==> config.mk <==
export PLATFORM = sky130hd
export DESIGN_NAME = bscan_unit
export DESIGN_NICKNAME = d
export VERILOG_FILES = /design/src/rtl/bscan_pkg.sv /design/src/rtl/bscan_ctrl.sv /design/src/rtl/bscan_path.sv /design/src/rtl/bscan_unit.sv
export SDC_FILE = /design/constraint.sdc
export NUM_CORES = 1
export LEC_CHECK = 0
export BUFFER_PORTS_ARGS = -buffer_cell sky130_fd_sc_hd__buf_2
export CAP_MARGIN = 40
export CORE_ASPECT_RATIO = 1.5
export CORE_MARGIN = 2
export CORE_UTILIZATION = 40
export CTS_CLUSTER_SIZE = 24
export DETAILED_ROUTE_END_ITERATION = 16
export HOLD_SLACK_MARGIN = 0.15
export PLACE_DENSITY_LB_ADDON = 0.3
export SETUP_SLACK_MARGIN = 0.4
export SYNTH_ARGS = -nofsm -noshare
export SYNTH_HDL_FRONTEND = slang
export SYNTH_SLANG_ARGS = --single-unit
==> constraint.sdc <==
create_clock -name clk -period 5.6 [get_ports clk]
set_clock_uncertainty 0.1 [all_clocks]
set_input_delay 1.12 -clock clk [delete_from_list [all_inputs] [get_ports clk]]
set_output_delay 1.12 -clock clk [all_outputs]
set_load 0.05 [all_outputs]
==> src/rtl/bscan_pkg.sv <==
// Package: shared types for the iterative bit scan unit.
// Assumes nothing beyond the users importing it.
package bscan_pkg;

    // Sequencer phases: idle, base-time wait, per-bit stepping.
    typedef enum logic [1:0] {
        ST_IDLE = 2'd0,
        ST_BASE = 2'd1,
        ST_SCAN = 2'd2
    } scan_state_t;

endpackage

==> src/rtl/bscan_ctrl.sv <==
// Module: bscan_ctrl
// Sequencer for the bit scan. It counts the base time after a request,
// then spends STEP_CYC cycles per bit position that is tested and found clear.
// Assumes: BASE_CYC >= 2, STEP_CYC >= 1, and bit_hit/is_zero come from
// registered datapath state.
module bscan_ctrl
    import bscan_pkg::*;
#(
    parameter int BASE_CYC = 10,
    parameter int STEP_CYC = 3
) (
    input  logic clk,
    input  logic rst_n,
    input  logic start,
    input  logic is_zero,
    input  logic bit_hit,
    output logic load,
    output logic step,
    output logic finish,
    output logic done,
    output logic zf,
    output logic dst_we
);

    localparam int BASE_LOAD = BASE_CYC - 2;
    localparam int STEP_LOAD = STEP_CYC - 1;
    localparam int CNT_TOP   = (BASE_LOAD > STEP_LOAD) ? BASE_LOAD : STEP_LOAD;
    localparam int CW        = $clog2(CNT_TOP + 2);
    localparam logic [CW-1:0] BASE_INIT = CW'(BASE_LOAD);
    localparam logic [CW-1:0] STEP_INIT = CW'(STEP_LOAD);

    scan_state_t   state;
    logic [CW-1:0] cnt;
    logic          tick;

    // Decode the events of the current cycle from the state and the counter.
    always_comb begin
        load   = (state == ST_IDLE) && start;
        tick   = (state != ST_IDLE) && (cnt == '0);
        finish = tick && (is_zero || bit_hit);
        step   = tick && !finish;
    end

    // Advance the phase and the wait counter.
    always_ff @(posedge clk) begin
        if (!rst_n) begin
            state <= ST_IDLE;
            cnt   <= '0;
        end else if (load) begin
            state <= ST_BASE;
            cnt   <= BASE_INIT;
        end else if (finish) begin
            state <= ST_IDLE;
        end else if (step) begin
            state <= ST_SCAN;
            cnt   <= STEP_INIT;
        end else if (state != ST_IDLE) begin
            cnt <= cnt - 1'b1;
        end
    end

    // Register the completion pulse, the write enable and the zero flag.
    always_ff @(posedge clk) begin
        if (!rst_n) begin
            done   <= 1'b0;
            zf     <= 1'b0;
            dst_we <= 1'b0;
        end else begin
            done   <= finish;
            dst_we <= finish && !is_zero;
            if (finish) zf <= is_zero;
        end
    end

endmodule

==> src/rtl/bscan_path.sv <==
// Module: bscan_path
// Datapath for the bit scan. It captures the size-masked operand, the
// direction and the zero status, walks the bit index and holds the result.
// Assumes: W is a power of two and step is never raised on a zero operand.
module bscan_path #(
    parameter int W = 32
) (
    input  logic         clk,
    input  logic         rst_n,
    input  logic         load,
    input  logic         step,
    input  logic         commit,
    input  logic         dir_rev,
    input  logic         size16,
    input  logic [W-1:0] operand,
    output logic         is_zero,
    output logic         bit_hit,
    output logic [W-1:0] dst_idx
);

    localparam int HALF = W / 2;
    localparam int IW   = $clog2(W);
    localparam logic [W-1:0]  HALF_MASK = {{HALF{1'b0}}, {HALF{1'b1}}};
    localparam logic [IW-1:0] TOP_FULL  = IW'(W - 1);
    localparam logic [IW-1:0] TOP_HALF  = IW'(HALF - 1);

    logic [W-1:0]  masked;
    logic [IW-1:0] first_idx;
    logic [W-1:0]  opnd;
    logic [IW-1:0] idx;
    logic          rev;

    // Apply the operand size and choose where the walk begins.
    always_comb begin
        masked    = size16 ? (operand & HALF_MASK) : operand;
        first_idx = dir_rev ? (size16 ? TOP_HALF : TOP_FULL) : '0;
        bit_hit   = opnd[idx];
    end

    // Capture a request and walk the index one position per step.
    always_ff @(posedge clk) begin
        if (!rst_n) begin
            opnd    <= '0;
            idx     <= '0;
            rev     <= 1'b0;
            is_zero <= 1'b0;
        end else if (load) begin
            opnd    <= masked;
            idx     <= first_idx;
            rev     <= dir_rev;
            is_zero <= (masked == '0);
        end else if (step) begin
            idx <= rev ? (idx - 1'b1) : (idx + 1'b1);
        end
    end

    // Hold the result; write it only for a nonzero operand.
    always_ff @(posedge clk) begin
        if (!rst_n) begin
            dst_idx <= '0;
        end else if (commit && !is_zero) begin
            dst_idx <= {{(W - IW){1'b0}}, idx};
        end
    end

endmodule

==> src/rtl/bscan_unit.sv <==
// Module: bscan_unit
// Top of the iterative bit scan unit: sequencer plus datapath.
// Assumes a single-cycle start pulse; starts seen while busy are dropped.
module bscan_unit #(
    parameter int W        = 32,
    parameter int BASE_CYC = 10,
    parameter int STEP_CYC = 3
) (
    input  logic         clk,
    input  logic         rst_n,
    input  logic         start,
    input  logic         dir_rev,
    input  logic         size16,
    input  logic [W-1:0] operand,
    output logic         done,
    output logic         zf,
    output logic         dst_we,
    output logic [W-1:0] dst_idx
);

    logic load;
    logic step;
    logic finish;
    logic is_zero;
    logic bit_hit;

    bscan_ctrl #(
        .BASE_CYC (BASE_CYC),
        .STEP_CYC (STEP_CYC)
    ) u_ctrl (
        .clk     (clk),
        .rst_n   (rst_n),
        .start   (start),
        .is_zero (is_zero),
        .bit_hit (bit_hit),
        .load    (load),
        .step    (step),
        .finish  (finish),
        .done    (done),
        .zf      (zf),
        .dst_we  (dst_we)
    );

    bscan_path #(
        .W (W)
    ) u_path (
        .clk     (clk),
        .rst_n   (rst_n),
        .load    (load),
        .step    (step),
        .commit  (finish),
        .dir_rev (dir_rev),
        .size16  (size16),
        .operand (operand),
        .is_zero (is_zero),
        .bit_hit (bit_hit),
        .dst_idx (dst_idx)
    );

endmodule

==> impl_metrics.ini <==
[yosys]
yosysWarnings = 0
seq_area_frac_synth_pct = 38.2
synthTopCellsByArea = dfxtp_1, nand2_1, a21oi_1, buf_4, nand3b_1
synth_cell_types = 43
yosys.area.top_type_share_pct = 38.2
netlist_area_sq_mm = 0.00277
ys.flop_type = dfxtp_1
synth.largest_area_cell = dfxtp_1
async_flop_share_pct = 0
synth_edf_count = 0
synth_cells = 331
synthTopCellsByCount = nand2_1, dfxtp_1, a21oi_1
synthMostInstantiatedCell = nand2_1
synth-seq-cells = 53
syn_avg_cell_area_sq_um = 8.38

[power_and_ir_drop]
p_seq_share_pct = 45.7
switching_share_pct = 38.0
clkPwrFrac_pct = 20.4
p_switching_uw = 392
p_per_area_mw_per_mm2 = 341
p_int_uw = 638
peakVddDrop_mv = 0.152
p_comb_share_pct = 33.9
cellLeakagePower_nw = 1.22

[sta]
rsz0062_at_grt = no
setup_tns_ns = 0
finalSetupViolCount = 0
finalMaxSlewViolations = 0
setup_ws_ns = 2.86
hold_viol = 0
worst_slew_pin_slew_ns = 0.614
clock.fmax_ghz = 0.365
fin_crit_ns = 2.74
slew_headroom_pct = 58.6
post-route-period-util_pct = 48.9

[hold_path]
hp-class = flip-flop to flip-flop

[run_status]
outcome = finished clean

[clock_network]
cts_root_buffer = clkbuf_8
postCtsHoldBufs = 0
cts_sinks = 53
postCtsSetupRepairBufs = 0
cts.htree.levels = 2
numCtsBuffers = 5
cts_resized = 0
cts_buffer_depth = 2
cts_tree = yes
clk_latency_ns = 0.31
clkSlewWorstSetupHoldPaths_ns = 0.09

[grt]
grtUsageTotal_pct = 16.7
grt_max_degree = 39
grt_overflow = 0
antenna_found_initial = 0
grt_pass1_wl_mm = 10.2
grt_pass1_vias = 2200

[setup_path]
required_ns = 5.72
endpoint_kind = flip-flop
crit_fanout = 14
critical_path_arrival_ns = 2.86
worstSetupPathType = flip-flop to flip-flop
cp-start-kind = flip-flop

[floorplanning]
dieArea_sq_mm = 0.00763
rows = 37
start_util_pct = 40.8
core_area_sq_mm = 0.00681
die_width_um = 72.0
dieHeight_um = 106
pin_count = 72

[layout]
layout.nets = 407
diodes = 0
area_growth_syn_to_layout_pct = 8.89
drive_gt1_share_pct = 17.8
fill_cells = 704

[routing]
drc = 0
avgRoutedWirePerCell_um = 13.8
postRouteAntennaNets = 0
drt_iter0_markers = 129
viasPerCell = 5.35
first_pass_iters = 4
drt-total-wl_mm = 6.13
vias = 2368

[place]
dp_slack_ns = 2.81
routabilityCongestion = 0.800
portBuffers = 44
post-dp-hpwl_mm = 4.54

[job]
drv_cap = 0
[cells by family after synthesis]
family                   count (synthesis)  share of synthesized area [%]
flip-flops                              53                           38.2
AND/OR/NAND/NOR                        126                           21.6
adder cells (fa/ha/maj)                  6                           2.98
buffers and inverters                   52                           11.3
XOR/XNOR                                 4                           1.26
other                                    1                          0.135
multiplexers                            16                           9.25
AO/OA/AOI/OAI                           73                           15.2
[through the flow]
step	power, mW	utilization [%]	instance area [sq um]	hold WS (ns)	instances
after floorplan	0.763	-	2870	0.329	357
after global placement	0.813	42.8	2910	0.337	434
after detailed placement	0.829	43.2	2940	0.343	435
after CTS	1.04	44.4	3020	0.357	443
after global routing	1.10	44.4	3020	0.369	443
final	1.03	44.4	3020	0.355	443
[cell type report]
class | instances | area [sq um] | share of cell area, %
Multi-Input combinational cell | 252 | 1500 | 49.6
Sequential cell | 53 | 1060 | 35.1
Timing Repair Buffer | 47 | 263 | 8.70
Tap cell | 78 | 97.6 | 3.23
Clock buffer | 6 | 72.6 | 2.40
Inverter | 5 | 18.8 | 0.621
Clock inverter | 2 | 10.0 | 0.331
[path summary, 6_finish.rpt]
path / startpoint / to / slack (ns) / depth (start not counted)
max reg2reg: u_path.idx[1] / u_ctrl.cnt[1] / 2.86 / 6
min: u_path.opnd[26] / u_path.opnd[26] / 0.35 / 2
min reg2reg: u_path.opnd[26] / u_path.opnd[26] / 0.35 / 2
max: u_path.idx[1] / u_ctrl.cnt[1] / 2.86 / 6
[sequential cells by signal, indices dropped and copies added, names as in the netlist]
register        cells
u_path.is_zero      1
u_ctrl.done         1
u_path.rev          1
u_ctrl.zf           1
u_ctrl.dst_we       1
u_ctrl.cnt          4
u_path.dst_idx      5
u_ctrl.state        2
u_path.idx          5
u_path.opnd        32
[critical path, stage by stage, from the launching register on]
cell	delay (ns)
dfxtp_1	0.71
mux4_1	0.63
mux4_2	0.51
nand2_2	0.10
o31a_2	0.27
a211oi_1	0.10
a211oi_1	0.23
[power groups by stage]
stage	Sequential, mW	Clock (mW)	Combinational [mW]
after floorplan	0.455	0	0.308
after global placement	0.478	0	0.334
after CTS	0.471	0.216	0.350
after global routing	0.479	0.230	0.388
after detailed placement	0.480	0	0.349
final	0.470	0.210	0.349
[layer usage]
metal | GRT usage [%] | up-vias | part of all wire [%]
li1 | - | 1166 | -
met5 | 0 | - | 0
met4 | 6.47 | 0 | 2.0
met2 | 29.4 | 69 | 52
met1 | 19.9 | 1124 | 42
met3 | 2.84 | 9 | 4.7
[cells in the final DEF (no fill, tap or decap), drive strengths merged, types with 3 or more instances in the layout]
| master | synthesis | final |
|---|---|---|
| xnor2 | 3 | 3 |
| nand3b | 18 | 18 |
| nor4 | 7 | 7 |
| buf | 33 | 47 |
| a21o | 4 | 4 |
| a21oi | 41 | 41 |
| ha | 5 | 5 |
| a31oi | 5 | 5 |
| mux2i | 8 | 8 |
| dfxtp | 53 | 53 |
| nor2 | 16 | 16 |
| a211oi | 3 | 3 |
| nand2 | 68 | 68 |
| inv | 5 | 5 |
| nor3 | 6 | 6 |
| o21ai | 11 | 11 |
| mux4 | 7 | 7 |
| conb | 1 | 27 |
| clkbuf | 14 | 6 |
No activity file was read; power rests on OpenSTA's default activity.
